$ cat src/rtl/spi_fe_pkg.sv
package spi_fe_pkg;

  typedef struct packed {
    logic sck;
    logic cs_n;
    logic si;
    logic hold_n;
  } spi_pins_t;

  localparam spi_pins_t PINS_IDLE = '{sck: 1'b0, cs_n: 1'b1, si: 1'b0, hold_n: 1'b1};

  // Counter step that stops at lim.
  function automatic int unsigned sat_inc(int unsigned v, int unsigned lim);
    return (v >= lim) ? lim : v + 1;
  endfunction

  // Suspend state update: deselect clears it, a low clock lets it follow the pin.
  function automatic logic next_held(logic held, logic sck, logic hold_n, logic sel);
    if (!sel) return 1'b0;
    if (!sck) return !hold_n;
    return held;
  endfunction

endpackage

$ cat src/rtl/spi_fe_sync.sv
module spi_fe_sync
  import spi_fe_pkg::*;
#(
  parameter int STAGES = 2
) (
  input  logic      clk,
  input  logic      rst_n,
  input  spi_pins_t d,
  output spi_pins_t q
);

  genvar g;
  for (g = 0; g < STAGES; g++) begin : g_st
    spi_pins_t r;
    if (g == 0) begin : g_first
      always_ff @(posedge clk or negedge rst_n) begin
        if (!rst_n) r <= PINS_IDLE;
        else        r <= d;
      end
    end else begin : g_rest
      always_ff @(posedge clk or negedge rst_n) begin
        if (!rst_n) r <= PINS_IDLE;
        else        r <= g_st[g-1].r;
      end
    end
  end

  assign q = g_st[STAGES-1].r;

endmodule

$ cat src/rtl/spi_fe_frame.sv
module spi_fe_frame
  import spi_fe_pkg::*;
(
  input  logic      clk,
  input  logic      rst_n,
  input  spi_pins_t pin_s,
  input  logic      rx_valid,
  input  logic      rx_first,
  input  logic      opcode_bad,
  output logic      sel,
  output logic      held,
  output logic      locked,
  output logic      bit_rise,
  output logic      bit_fall,
  output logic      cs_rise,
  output logic      cs_fall
);

  logic sck_d;
  logic cs_d;
  logic adv;

  always_ff @(posedge clk or negedge rst_n) begin
    if (!rst_n) begin
      sck_d <= 1'b0;
      cs_d  <= 1'b1;
    end else begin
      sck_d <= pin_s.sck;
      cs_d  <= pin_s.cs_n;
    end
  end

  assign sel     = ~pin_s.cs_n;
  assign cs_fall = cs_d & ~pin_s.cs_n;
  assign cs_rise = ~cs_d & pin_s.cs_n;

  always_ff @(posedge clk or negedge rst_n) begin
    if (!rst_n) held <= 1'b0;
    else        held <= next_held(held, pin_s.sck, pin_s.hold_n, sel);
  end

  always_ff @(posedge clk or negedge rst_n) begin
    if (!rst_n)                                    locked <= 1'b0;
    else if (cs_fall)                              locked <= 1'b0;
    else if (rx_valid && rx_first && opcode_bad)   locked <= 1'b1;
  end

  assign adv      = sel & ~held & ~locked;
  assign bit_rise = adv & pin_s.sck & ~sck_d;
  assign bit_fall = adv & ~pin_s.sck & sck_d;

endmodule

$ cat src/rtl/spi_fe_rx.sv
module spi_fe_rx
  import spi_fe_pkg::*;
#(
  parameter int DATA_W = 8,
  parameter int IDX_W  = 8,
  localparam int CNT_W = $clog2(DATA_W)
) (
  input  logic              clk,
  input  logic              rst_n,
  input  logic              restart,
  input  logic              bit_rise,
  input  logic              si,
  output logic [CNT_W-1:0]  bit_cnt,
  output logic              rx_valid,
  output logic [DATA_W-1:0] rx_byte,
  output logic [IDX_W-1:0]  rx_index
);

  localparam int          LAST    = DATA_W - 1;
  localparam int unsigned IDX_MAX = (1 << IDX_W) - 1;

  logic [DATA_W-1:0] shreg;
  logic [IDX_W-1:0]  idx_q;
  logic [DATA_W-1:0] shreg_nx;
  logic              last_bit;

  assign shreg_nx = {shreg[DATA_W-2:0], si};
  assign last_bit = (bit_cnt == CNT_W'(LAST));

  always_ff @(posedge clk or negedge rst_n) begin
    if (!rst_n) begin
      bit_cnt  <= '0;
      shreg    <= '0;
      idx_q    <= '0;
      rx_valid <= 1'b0;
      rx_byte  <= '0;
      rx_index <= '0;
    end else begin
      rx_valid <= 1'b0;
      if (restart) begin
        bit_cnt <= '0;
        idx_q   <= '0;
      end else if (bit_rise) begin
        shreg <= shreg_nx;
        if (last_bit) begin
          bit_cnt  <= '0;
          rx_byte  <= shreg_nx;
          rx_valid <= 1'b1;
          rx_index <= idx_q;
          idx_q    <= IDX_W'(sat_inc(int'(idx_q), IDX_MAX));
        end else begin
          bit_cnt <= bit_cnt + 1'b1;
        end
      end
    end
  end

endmodule

$ cat src/rtl/spi_fe_tx.sv
module spi_fe_tx #(
  parameter int DATA_W = 8,
  localparam int CNT_W = $clog2(DATA_W)
) (
  input  logic              clk,
  input  logic              rst_n,
  input  logic              cs_fall,
  input  logic              bit_fall,
  input  logic [CNT_W-1:0]  bit_cnt,
  input  logic [DATA_W-1:0] tx_byte,
  input  logic              tx_drive,
  input  logic              drive_ok,
  output logic              so,
  output logic              so_oe
);

  logic [DATA_W-1:0] shreg;
  logic              oe_q;

  always_ff @(posedge clk or negedge rst_n) begin
    if (!rst_n) begin
      shreg <= '0;
      oe_q  <= 1'b0;
    end else if (cs_fall) begin
      shreg <= '0;
      oe_q  <= 1'b0;
    end else if (bit_fall) begin
      if (bit_cnt == '0) begin
        shreg <= tx_byte;
        oe_q  <= tx_drive;
      end else begin
        shreg <= {shreg[DATA_W-2:0], 1'b0};
      end
    end
  end

  assign so    = shreg[DATA_W-1];
  assign so_oe = oe_q & drive_ok;

endmodule

$ cat src/rtl/spi_fe_top.sv
module spi_fe_top
  import spi_fe_pkg::*;
#(
  parameter int DATA_W      = 8,
  parameter int IDX_W       = 8,
  parameter int SYNC_STAGES = 2
) (
  input  logic              clk,
  input  logic              rst_n,
  input  logic              spi_sck,
  input  logic              spi_cs_n,
  input  logic              spi_si,
  input  logic              spi_hold_n,
  output logic              spi_so,
  output logic              spi_so_oe,
  output logic              rx_valid,
  output logic [DATA_W-1:0] rx_byte,
  output logic [IDX_W-1:0]  rx_index,
  output logic              cs_rise_evt,
  input  logic [DATA_W-1:0] tx_byte,
  input  logic              tx_drive,
  input  logic              opcode_bad
);

  localparam int CNT_W = $clog2(DATA_W);

  spi_pins_t        pin_raw;
  spi_pins_t        pin_s;
  logic             sck_s;
  logic             sel;
  logic             held;
  logic             locked;
  logic             bit_rise;
  logic             bit_fall;
  logic             cs_rise;
  logic             cs_fall;
  logic             drive_ok;
  logic [CNT_W-1:0] bit_cnt;

  assign pin_raw = '{sck: spi_sck, cs_n: spi_cs_n, si: spi_si, hold_n: spi_hold_n};
  assign sck_s   = pin_s.sck;

  spi_fe_sync #(.STAGES(SYNC_STAGES)) u_sync (
    .clk (clk),
    .rst_n (rst_n),
    .d   (pin_raw),
    .q   (pin_s)
  );

  spi_fe_frame u_frame (
    .clk        (clk),
    .rst_n      (rst_n),
    .pin_s      (pin_s),
    .rx_valid   (rx_valid),
    .rx_first   (rx_index == '0),
    .opcode_bad (opcode_bad),
    .sel        (sel),
    .held       (held),
    .locked     (locked),
    .bit_rise   (bit_rise),
    .bit_fall   (bit_fall),
    .cs_rise    (cs_rise),
    .cs_fall    (cs_fall)
  );

  spi_fe_rx #(.DATA_W(DATA_W), .IDX_W(IDX_W)) u_rx (
    .clk      (clk),
    .rst_n    (rst_n),
    .restart  (cs_rise | cs_fall),
    .bit_rise (bit_rise),
    .si       (pin_s.si),
    .bit_cnt  (bit_cnt),
    .rx_valid (rx_valid),
    .rx_byte  (rx_byte),
    .rx_index (rx_index)
  );

  assign drive_ok = sel & ~held & ~locked;

  spi_fe_tx #(.DATA_W(DATA_W)) u_tx (
    .clk      (clk),
    .rst_n    (rst_n),
    .cs_fall  (cs_fall),
    .bit_fall (bit_fall),
    .bit_cnt  (bit_cnt),
    .tx_byte  (tx_byte),
    .tx_drive (tx_drive),
    .drive_ok (drive_ok),
    .so       (spi_so),
    .so_oe    (spi_so_oe)
  );

  always_ff @(posedge clk or negedge rst_n) begin
    if (!rst_n) cs_rise_evt <= 1'b0;
    else        cs_rise_evt <= cs_rise;
  end

endmodule

$ cat config.mk
export PLATFORM = sky130hd
export DESIGN_NAME = spi_fe_top
export DESIGN_NICKNAME = d
export VERILOG_FILES = /design/src/rtl/spi_fe_pkg.sv /design/src/rtl/spi_fe_sync.sv /design/src/rtl/spi_fe_frame.sv /design/src/rtl/spi_fe_rx.sv /design/src/rtl/spi_fe_tx.sv /design/src/rtl/spi_fe_top.sv
export SDC_FILE = /design/constraint.sdc
export NUM_CORES = 1
export LEC_CHECK = 0
export ABC_AREA = 1
export ABC_CLOCK_PERIOD_IN_PS = 3960
export BUFFER_PORTS_ARGS = -buffer_cell sky130_fd_sc_hd__buf_2
export CAP_MARGIN = 20
export CORE_MARGIN = 4
export CORE_UTILIZATION = 50
export DETAILED_ROUTE_END_ITERATION = 10
export GPL_ROUTABILITY_DRIVEN = 0
export GPL_TIMING_DRIVEN = 0
export PLACE_DENSITY_LB_ADDON = 0.15
export SLEW_MARGIN = 15
export SYNTH_ARGS = -nofsm -noshare
export SYNTH_HDL_FRONTEND = slang
export SYNTH_SLANG_ARGS = --single-unit
$ cat constraint.sdc
create_clock -name clk -period 3.96 [get_ports clk]
set_input_delay 0.198 -clock clk [delete_from_list [all_inputs] [get_ports clk]]
set_output_delay 0.198 -clock clk [all_outputs]
set_load 0.05 [all_outputs]
==> impl_metrics.ini <==
[die]
die_x_um = 79.2
die_h_um = 79.2
design.die.area_mm2 = 0.00626
initial_core_util_pct = 52.5
rows = 25
fp.coreArea_mm2 = 0.00482
io_pins = 36

[global_route]
grt_start_max_net_pins = 58
antenna_found_initial = 0
grt_pass1_vias = 1795
grt_first_pass_wirelength_um = 7910
overflow = 0
grt_use_total_pct = 16.6

[power]
power_frac_seq_pct = 50.3
internal_power_uw = 962
worst_ir_drop_vdd_uv = 273
clock_power_share_pct = 37.6
power_switching_uw = 346
switching_share_pct = 26.4
pwr-share-comb_pct = 12.1
powerDensity_mw_per_mm2 = 432
p_leak_nw = 1.66

[synth]
syn_area_per_cell_um2 = 8.79
ys.warnings.count = 0
ys_types = 21
syn-num-nets = 310
netlist_top_cells_area = dfrtp_1 51%, nand2_1 19%, dfstp_2 5.2%
synth_largest_area_cell = dfrtp_1
ys_seq_area_share_pct = 56.6
synth_cells = 288
ys_ff_latch = 57
synth_area_mm2 = 0.00253
synth_top_area_share_pct = 51.4

[cts]
cts_setup_buffers = 0
clk_transition_reported_paths_ns = 0.07
clk-insertion-delay-late_ns = 0.33
cts_sinks = 57
post_cts_resized = 0
cts_buffer_depth = 2
ctsHoldBuffers = 5
cts-root-buf = clkbuf_8
cts_made_buffers = 9
htree_levels = 3
cts_tree = yes

[finish]
final-seq-area_mm2 = 0.00143
nNetsFinal = 361
syn_to_final_growth_pct = 19.6
final_area_mm2 = 0.00303
drive_above_1_share_pct = 20.1
multi_input_area_um2 = 947
antenna_cells = 0
fill_cells = 467

[timing]
fmax_ghz = 0.539
fin_crit_ns = 1.85
setup_viol = 0
rsz0062_at_grt = no
report.final.slew_viol_count = 0
finalHoldViolations = 0
tightestPinTransition_ns = 0.692
clock_skew_ns = 0.00973
relSlewSlack_pct = 53.8
fin_tns_setup_ns = 0
period_share_pct = 46.8
holdWs_ns = 0.118

[detailed_routing]
wirelength_um = 4650
ant_nets = 0
drc_errors = 0
via_per_inst = 4.71
dr.pass1.iters = 4
routedWlPerCell_um = 11.3
num_vias = 1934
drt_iter0_markers = 81

[setup_path]
worst-setup-path-type = reg -> reg
critPathArrivalTime_ns = 2.11
worstSetupEndpointType = register
r2r_end = u_rx.idx_q[4]
critPathRequiredTime_ns = 4.22
r2r_start = u_sync.q[2]
r2r_slack_ns = 2.11
worstPathMaxFanout = 8
worstRegToRegCells = 8
start_kind = register

[placed_design]
placed_cell_area_mm2 = 0.00279
io_buffers = 35
dp_hpwl_um = 3130

[flow_run]
drv_cap = 0

[min_path]
min_from = tx_byte[0]
hp-class = in -> reg
min_to = u_tx.shreg[0]
hold_depth = 3

[outcome]
outcome = finished, final reports clean
worst max-delay path by stage:
| stage | startpoint | end | slack (ns) | depth (start not counted) |
|---|---|---|---|---|
| floorplan | u_sync.q[2] | u_rx.rx_index[1] | 2.29 | 8 |
| global placement | u_sync.q[2] | u_rx.idx_q[4] | 2.13 | 8 |
| detailed placement | u_sync.q[2] | u_rx.idx_q[4] | 2.09 | 8 |
| CTS | u_sync.q[2] | u_rx.idx_q[4] | 2.08 | 8 |
| global route | u_sync.q[2] | u_rx.idx_q[6] | 1.95 | 8 |
| finish | u_sync.q[2] | u_rx.idx_q[4] | 2.11 | 8 |
through the flow:
step / worst slack [ns] / utilization, % / std cells / total power [mW]
floorplan: 2.29 / - / 288 / 0.774
global placement: 2.13 / 57.9 / 390 / 0.817
detailed placement: 2.09 / 58.0 / 390 / 0.824
CTS: 2.08 / 62.8 / 411 / 1.32
global route: 1.95 / 62.8 / 411 / 1.38
finish: 2.11 / 62.8 / 411 / 1.31
layer usage:
layer	wire [µm]	vias up	global-route usage, %
li1	-	994	-
met1	2290	896	21.8
met2	2070	37	25.3
met3	207	7	3.85
met4	80	0	9.28
met5	0	-	0
cell type report:
type | count | share of cell area [%]
sequential | 57 | 47.3
multi-input combinational | 199 | 31.3
clock inverter | 3 | 0.496
tap | 67 | 2.77
timing repair buffer | 40 | 7.52
inverter | 26 | 3.22
clock buffer | 13 | 5.58
buffer | 6 | 1.78
sequential cells by signal, indices dropped and copies added (netlist names), 3 cells and up:
register       cells
u_rx.idx_q         8
u_rx.rx_byte       8
u_rx.rx_index      8
u_tx.shreg         8
u_rx.shreg         7
u_sync.g_st.r      4
u_sync.q           4
u_rx.bit_cnt       3
cells by family (layout without fill, tap and decap cells):
family                     after synthesis  count (layout)  share of synthesized area [%]
DFF                                     57              57                           56.6
and+or+nand+nor                        166             166                           28.7
AOI/OAI and AO/OA                       25              25                           5.04
adders and majority gates                6               6                           2.97
xor gates and xnor gates                 2               2                          0.692
buffers and inverters                   32              88                           5.98
worst max-delay path: stages (launching register included):
cell	delay, ns
dfstp_2	0.59
inv_1	0.06
ha_1	0.35
inv_1	0.13
nor2_1	0.19
inv_1	0.06
nand2_1	0.23
nand2_1	0.09
o21ai_0	0.08
power by group through the flow:
stage	Combinational [mW]	Sequential [mW]	Clock [mW]
6_report	0.158	0.658	0.492
5_1_grt	0.186	0.663	0.533
4_1_cts	0.161	0.658	0.501
3_3_place_gp	0.151	0.666	0
3_5_place_dp	0.157	0.667	0
2_1_floorplan	0.106	0.667	0
placed cells by master, fill, tap and decap left out, types with 2 or more instances in the layout:
| master | n |
|---|---|
| buf_6 | 4 |
| nor2_4 | 4 |
| nand2_1 | 129 |
| o21ai_0 | 18 |
| dfrtp_1 | 52 |
| dfstp_2 | 5 |
| nand3_1 | 13 |
| dlygate4sd3_1 | 5 |
| clkbuf_8 | 12 |
| clkinv_2 | 3 |
| a21oi_1 | 6 |
| buf_2 | 35 |
| nor2_1 | 15 |
| inv_1 | 26 |
| clkbuf_1 | 2 |
| ha_1 | 6 |
synthesized netlist by cell type:
cell and number:
buf_2 1, nor2_8 1, nand2_1 129, xor2_1 1, o21ai_0 18, xnor2_1 1
nand3_4 1, buf_6 4, nand4_4 1, inv_1 26, dfrtp_1 52, nand3_1 13
clkbuf_1 1, a21oi_1 6, dfstp_2 5, nand2_4 1, nor2_4 4, a211oi_1 1
ha_1 6, nand2_2 1, nor2_1 15
Power figures use the tool's default switching activity.
